**src/rtl/uart_stat_pkg.sv**
```systemverilog
package uart_stat_pkg;
  localparam int STAT_W = 8;
  localparam logic [STAT_W-1:0] STAT_RST = 8'hC0;

  // flag positions in the status word
  localparam int B_TXE   = 7;
  localparam int B_TC    = 6;
  localparam int B_RXR   = 5;
  localparam int B_IDLE  = 4;
  localparam int B_OVR   = 3;
  localparam int B_NOISE = 2;
  localparam int B_FERR  = 1;
  localparam int B_PERR  = 0;

  // flags at or above this index belong to the transmit clear group
  localparam int TX_GROUP_LO = B_TC;

  localparam int N_EN = 5;
  localparam int E_TX = 4, E_DONE = 3, E_RX = 2, E_IDLE = 1, E_PAR = 0;

  typedef enum logic [1:0] {
    PM_RUN   = 2'b00,
    PM_WAIT  = 2'b01,
    PM_HALT  = 2'b10,
    PM_HALTX = 2'b11
  } pwr_mode_e;
endpackage

```
**src/rtl/usf_flag_cell.sv**
```systemverilog
module usf_flag_cell #(
  parameter logic RST_VAL = 1'b0
) (
  input  logic clk,
  input  logic rst_n,
  input  logic hold,
  input  logic set_i,
  input  logic clr_i,
  output logic q
);
  always_ff @(posedge clk) begin
    if (!rst_n)
      q <= RST_VAL;
    else if (!hold) begin
      if (set_i)      q <= 1'b1;   // a new event beats a clear
      else if (clr_i) q <= 1'b0;
    end
  end
endmodule

```
**src/rtl/usf_clear_seq.sv**
```systemverilog
module usf_clear_seq (
  input  logic clk,
  input  logic rst_n,
  input  logic hold,
  input  logic stat_rd,
  input  logic data_rd,
  input  logic data_wr,
  input  logic other_acc,
  output logic armed,
  output logic clr_tx,
  output logic clr_rx
);
  logic armed_nxt;

  always_comb begin
    armed_nxt = armed;
    if (stat_rd)
      armed_nxt = 1'b1;
    else if (data_rd || data_wr || other_acc)
      armed_nxt = 1'b0;
  end

  always_ff @(posedge clk) begin
    if (!rst_n)
      armed <= 1'b0;
    else if (!hold)
      armed <= armed_nxt;
  end

  assign clr_tx = armed && data_wr && !hold;
  assign clr_rx = armed && data_rd && !hold;
endmodule

```
**src/rtl/usf_irq_comb.sv**
```systemverilog
module usf_irq_comb
  import uart_stat_pkg::*;
(
  input  logic [STAT_W-1:0] flags,
  input  logic [N_EN-1:0]   en,
  input  logic              mask,
  input  logic [1:0]        mode,
  output logic              irq,
  output logic              wake
);
  logic [N_EN-1:0] src;
  logic            pend;

  always_comb begin
    src[E_TX]   = flags[B_TXE];
    src[E_DONE] = flags[B_TC];
    src[E_RX]   = flags[B_RXR] | flags[B_OVR];
    src[E_IDLE] = flags[B_IDLE];
    src[E_PAR]  = flags[B_PERR];
  end

  assign pend = |(src & en);
  assign irq  = pend && !mask;
  assign wake = pend && (pwr_mode_e'(mode) == PM_WAIT);
endmodule

```
**src/rtl/uart_stat_irq.sv**
```systemverilog
module uart_stat_irq
  import uart_stat_pkg::*;
(
  input  logic              clk,
  input  logic              rst_n,
  input  logic              ev_txbuf_moved,
  input  logic              ev_frame_done,
  input  logic              ev_rx_byte,
  input  logic              ev_overrun,
  input  logic              ev_idle,
  input  logic              ev_noise,
  input  logic              ev_frame_err,
  input  logic              ev_parity_err,
  input  logic              bus_stat_rd,
  input  logic              bus_data_rd,
  input  logic              bus_data_wr,
  input  logic              bus_other_acc,
  input  logic              en_tx,
  input  logic              en_done,
  input  logic              en_rx,
  input  logic              en_idle,
  input  logic              en_parity,
  input  logic              irq_mask,
  input  logic [1:0]        pwr_mode,
  output logic [STAT_W-1:0] status,
  output logic              irq,
  output logic              wake,
  output logic              load_ok
);
  logic [STAT_W-1:0] ev_vec;
  logic [N_EN-1:0]   en_vec;
  logic              halted;
  logic              armed;
  logic              clr_tx;
  logic              clr_rx;

  assign halted = pwr_mode[1];

  always_comb begin
    ev_vec          = '0;
    ev_vec[B_TXE]   = ev_txbuf_moved;
    ev_vec[B_TC]    = ev_frame_done;
    ev_vec[B_RXR]   = ev_rx_byte;
    ev_vec[B_IDLE]  = ev_idle;
    ev_vec[B_OVR]   = ev_overrun;
    ev_vec[B_NOISE] = ev_noise;
    ev_vec[B_FERR]  = ev_frame_err;
    ev_vec[B_PERR]  = ev_parity_err;
  end

  assign en_vec = {en_tx, en_done, en_rx, en_idle, en_parity};

  usf_clear_seq u_seq (
    .clk       (clk),
    .rst_n     (rst_n),
    .hold      (halted),
    .stat_rd   (bus_stat_rd),
    .data_rd   (bus_data_rd),
    .data_wr   (bus_data_wr),
    .other_acc (bus_other_acc),
    .armed     (armed),
    .clr_tx    (clr_tx),
    .clr_rx    (clr_rx)
  );

  for (genvar i = 0; i < STAT_W; i++) begin : g_flag
    logic clr_sel;
    if (i >= TX_GROUP_LO) begin : g_txgrp
      assign clr_sel = clr_tx;
    end else begin : g_rxgrp
      assign clr_sel = clr_rx;
    end
    usf_flag_cell #(.RST_VAL(STAT_RST[i])) u_cell (
      .clk   (clk),
      .rst_n (rst_n),
      .hold  (halted),
      .set_i (ev_vec[i] && !halted),
      .clr_i (clr_sel),
      .q     (status[i])
    );
  end

  usf_irq_comb u_irq (
    .flags (status),
    .en    (en_vec),
    .mask  (irq_mask),
    .mode  (pwr_mode),
    .irq   (irq),
    .wake  (wake)
  );

  assign load_ok = !status[B_TXE];
endmodule

```
**config.mk**
```make
export PLATFORM = sky130hd
export DESIGN_NAME = uart_stat_irq
export DESIGN_NICKNAME = d
export VERILOG_FILES = /design/src/rtl/uart_stat_pkg.sv /design/src/rtl/usf_flag_cell.sv /design/src/rtl/usf_clear_seq.sv /design/src/rtl/usf_irq_comb.sv /design/src/rtl/uart_stat_irq.sv
export SDC_FILE = /design/constraint.sdc
export NUM_CORES = 1
export LEC_CHECK = 0
export BUFFER_PORTS_ARGS = -buffer_cell sky130_fd_sc_hd__buf_2
export CAP_MARGIN = 20
export CORE_AREA = 3 3 40 42
export CTS_BUF_LIST = sky130_fd_sc_hd__clkbuf_8
export CTS_CLUSTER_DIAMETER = 40
export DETAILED_ROUTE_END_ITERATION = 10
export DIE_AREA = 0 0 43 45
export PLACE_DENSITY = 0.73
export SKIP_LAST_GASP = 1
export SYNTH_ARGS = -nofsm -noshare
export SYNTH_HDL_FRONTEND = slang
export SYNTH_SLANG_ARGS = --single-unit
```
**constraint.sdc**
```tcl
create_clock -name clk -period 2.05 [get_ports clk]
set_input_delay 0.41 -clock clk [delete_from_list [all_inputs] [get_ports clk]]
set_output_delay 0.41 -clock clk [all_outputs]
set_load 0.05 [all_outputs]
```
Yosys cells after proc, flatten, opt, wreduce, memory -nomap -nowiden:

Cells that the tools add are included.

* output and inout bits: 11
* input bits: 22
* register bits: 9
* word-level logic and storage cells: 63

* mux-type cells: 12
* reductions and logical operators: 38
* bitwise logic cells: 3
* eq/ne operators: 1

Operators with widths (count)
* 2-bit AND reduction: 9
* 2-bit nonzero test: 9
* 1-bit logical AND: 14
* 1-bit two-way mux: 12
* 5-bit bitwise AND: 1
* 5-bit OR reduction: 1
* 1-bit zero test: 3
* 2-bit by 1-bit equality test with 1-bit output (second input constant): 1
* 1-bit logical OR: 2
* 1-bit NOT: 1
* 1-bit OR: 1

Depth between registers and ports, before layout:

* word-level depth: 4
* gate-level depth with buffers: 4
* mapped depth without buffers: 3

By module:

Synthesis repeated with hierarchy kept, for this count alone.

* cell total of the unflattened synthesis: 61
* area, all modules: 500.5 um2

By module, submodules not included
* usf_flag_cell (g_flag[0].u_cell ...): instances 6, cells an instance 5, seq. area each 20.0 um2, area an instance 40.0 um2
* usf_flag_cell (g_flag[6].u_cell ...): instances 2, cells an instance 5, seq. area each 20.0 um2, area an instance 42.5 um2
* usf_clear_seq: instances 1, cells an instance 6, seq. area each 20.0 um2, area an instance 66.3 um2
* usf_irq_comb: instances 1, cells an instance 6, seq. area each 0.0 um2, area an instance 55.1 um2
* uart_stat_irq: instances 1, cells an instance 9, seq. area each 0.0 um2, area an instance 53.8 um2

Worst setup path after synthesis:

Ideal clock, no wire load.

* path type: input to output
* start: input port en_rx
* end: output port wake
* slack: 325 ps
* required time: 1640 ps
* arrival time: 1315 ps
* path buffers: 0
* stages on the path: 3
* cells stage by stage: o21ai_0 and3_1 nor3b_2

* word-level cells in the longest chain between the ends: 3

Ends and longest elaborated chain
* start: declaration: line uart_stat_irq.sv:20 `input logic en_rx,`
* 5-bit bitwise AND: line usf_irq_comb.sv:22 `assign pend = |(src & en);`
* 5-bit OR reduction: line usf_irq_comb.sv:22
* 1-bit logical AND: line usf_irq_comb.sv:24 `assign wake = pend && (pwr_mode_e'(mode) == PM_WAIT);`
* end: declaration: line uart_stat_irq.sv:27 `output logic wake,`

No other way between the ends.

Worst setup path in the final report:

* start: register g_flag[5].u_cell.q
* end: output port wake

* word-level cells in the longest chain between the ends: 4

Ends and longest elaborated chain
* start: declaration: line usf_flag_cell.sv:9 `output logic q`
* start signal: assignment: line usf_flag_cell.sv:13 `q <= RST_VAL;`
* start signal: assignment: line usf_flag_cell.sv:15 `if (set_i) q <= 1'b1;`
* start signal: assignment: line usf_flag_cell.sv:16 `else if (clr_i) q <= 1'b0;`
* 1-bit OR: line usf_irq_comb.sv:17 `src[E_RX] = flags[B_RXR] | flags[B_OVR];`
* 5-bit bitwise AND: line usf_irq_comb.sv:22
* 5-bit OR reduction: line usf_irq_comb.sv:22
* 1-bit logical AND: line usf_irq_comb.sv:24

No other way between the ends.

==> results.txt <==
diode count - 0
sequential area share after synthesis - 36.1%
FF-to-FF End - g_flag[0].u_cell.q
Sw Ratio - 28.3%
VDD IR max - 0.328 mV
Port Buf Inserts - 32
Crit Path Max Fanout - 3
Reg power frac - 38.8%
endpoint class of the critical path - primary output
CP Cell Sequence - o21ai_0 -> and3_1 -> nor3b_2 -> buf_2
Hold Path Origin - ev_frame_done
setup TNS - 0 ns
die width - 43 um
fill count - 139
WHS - 0.398 ns
Worst Path Required - 1.64 ns
area occupied by multi-input gates - 244 um^2
clock sink total - 9
Post-DRT Antenna Nets - 0
register area - 180 um^2
max incr delay on CP - 0.34 ns
Logic pwr share - 21.8%
Worst Tran Pin Value - 0.250 ns
final period utilization - 81.8%
First-pass DRT Iterations - 2
Clk network pwr share - 39.4%
R2R Setup Slk - 1.15 ns
io pins - 33
# hold bufs at CTS - 0
distinct cell type count after synthesis - 18
syn_area_per_cell - 9.08 um^2
Final setup viols - 0
CTS HTree Levels - 1
Core Region - 0.00128 mm^2
chip height - 45 um
PD cells - 764 mW/mm^2
first-pass GRT wire length - 1380 um
number of nets in the layout - 105
status - completed
Avg WL per Cell - 9.94 um
P_sw - 0.000141 W
worst rel slew slack - 83.5%
Clock Skew - 0.00162 ns
static leakage - 0.367 nW
Starting DRT DRC Count - 3
grt total ovfl - 0
Synth Cell Area - 499 um^2
data arrival time of the worst path - 1.27 ns
final hold vios - 0
pin count of the biggest net entering global routing - 14
Int Power - 0.000357 W
Reg2Reg Depth - 3
Hold Crit Endpoint - g_flag[6].u_cell.q
RSZ-0062 raised after global routing - no
drt total wl - 964 um
vias in the first global route - 340
Clock transition at path regs - 0.04 ns
Skew-Pair Late Insertion Delay - 0.23 ns
via count - 441
die area - 0.00194 mm^2
syn nets - 77
Critical-path top delay cell - dfxtp_1
area growth from synthesis to final layout - 30.6%
clk buf depth - 2
clock root cell - clkbuf_8
Tmin final - 1.68 ns
Worst Hold Depth - 3
initial antenna violation count - 0
commonest non-fill, non-tap cell in the layout - buf_2
routability cong. - 0.608
register bit count reported by yosys - 9
Critical Path Start Type - flip-flop
worst r2r src - u_seq.armed
Max-Cap Viols - 0
GR Util All Layers - 10.3%
share of cells above drive strength 1 - 46.3%
Via density - 4.55
critical path class - flip-flop to primary output
Post-CTS Setup Inserts - 0
CTS buffer count - 3
CTS tree - done
commonest cells after routing, fill and taps aside - buf_2 (32), nor2b_1 (10), dfxtp_1 (9), a21oi_1 (6)
Mapped Cells - 55
DRC - 0
Max Slew Vio Count - 0
fmax - 0.596 GHz
HP Class - input pin to flip-flop
Initial Util - 38.9%
Resize count post-CTS - 0
Syn. warnings - 0
Rows - 13
Yosys cell counts, drive strengths merged:
| cell type | instances | share of area, % |
|---|---|---|
| a21boi | 1 | 1.5 |
| a21oi | 6 | 6.0 |
| a22oi | 2 | 3.0 |
| and2b | 2 | 3.0 |
| and3 | 1 | 1.3 |
| buf | 9 | 14 |
| dfxtp | 9 | 36 |
| inv | 1 | 0.75 |
| nand2 | 2 | 1.5 |
| nand2b | 3 | 3.8 |
| nand3 | 2 | 2.0 |
| nand3b | 2 | 8.0 |
| nor2 | 1 | 0.75 |
| nor2b | 10 | 13 |
| nor3 | 1 | 1.0 |
| nor3b | 1 | 2.5 |
| o21ai | 2 | 2.0 |
worst max-delay path, delay by kind of cell (launching register included):
kind | cells | cell delay [ns]
and+or+nand+nor | 2 | 0.34
DFF | 1 | 0.34
AOI/OAI and AO/OA | 1 | 0.09
buffers and inverters | 1 | 0.27
cell families (layout without fill, tap and decap cells):
group / after synthesis / count (layout) / share of synthesized area [%]
and+or+nand+nor: 25 / 25 / 36.3
AOI/OAI and AO/OA: 11 / 11 / 12.5
buffers and inverters: 10 / 37 / 15.0
DFF: 9 / 9 / 36.1
power by group through the flow:
stage	logic [W]	registers, W	clock network [W]
4_1_cts	0.000110	0.000193	0.000203
6_report	0.000109	0.000193	0.000196
2_1_floorplan	0.0000873	0.000195	0
5_1_grt	0.000117	0.000194	0.000211
3_3_place_gp	0.000108	0.000196	0
3_5_place_dp	0.000110	0.000197	0
registers in the layout, summed over array words and instances, names as in the netlist:
| name | flops |
|---|---|
| u_seq.armed | 1 |
| g_flag.u_cell.q | 8 |
worst max-delay path by stage:
stage,start,end,slack (ns)
final,g_flag[5].u_cell.q,wake,0.37
after global routing,g_flag[5].u_cell.q,wake,0.29
after CTS,g_flag[5].u_cell.q,wake,0.36
after detailed placement,en_rx,wake,0.48
after global placement,en_rx,wake,0.49
after floorplan,en_rx,wake,0.32
metal layers:
metal	wire length, um	track usage (%)	vias to the layer above
met3	114	3.59	2
met2	413	15.0	23
met4	17	10.8	0
met5	0	0	-
met1	419	11.2	188
li1	-	-	228
through the flow:
step                worst slack, ns  power [W]  instances  cell area, um^2  util [%]
detailed placement            0.476   0.000306         93              607      47.2
global placement              0.488   0.000304         93              607      47.2
CTS                           0.356   0.000506         97              652      50.7
global route                  0.293   0.000523         97              652      50.7
floorplan                     0.325   0.000282         55              499         -
finish                        0.372   0.000498         97              652      50.7
area by class of cell:
cell class	instances	area share, %
multi-input combinational	36	37.4
sequential	9	27.6
tap	15	2.88
timing repair buffer	32	24.6
clock buffer	3	6.33
clock inverter	1	0.576
inverter	1	0.576
(Power assumes the default switching activity.)
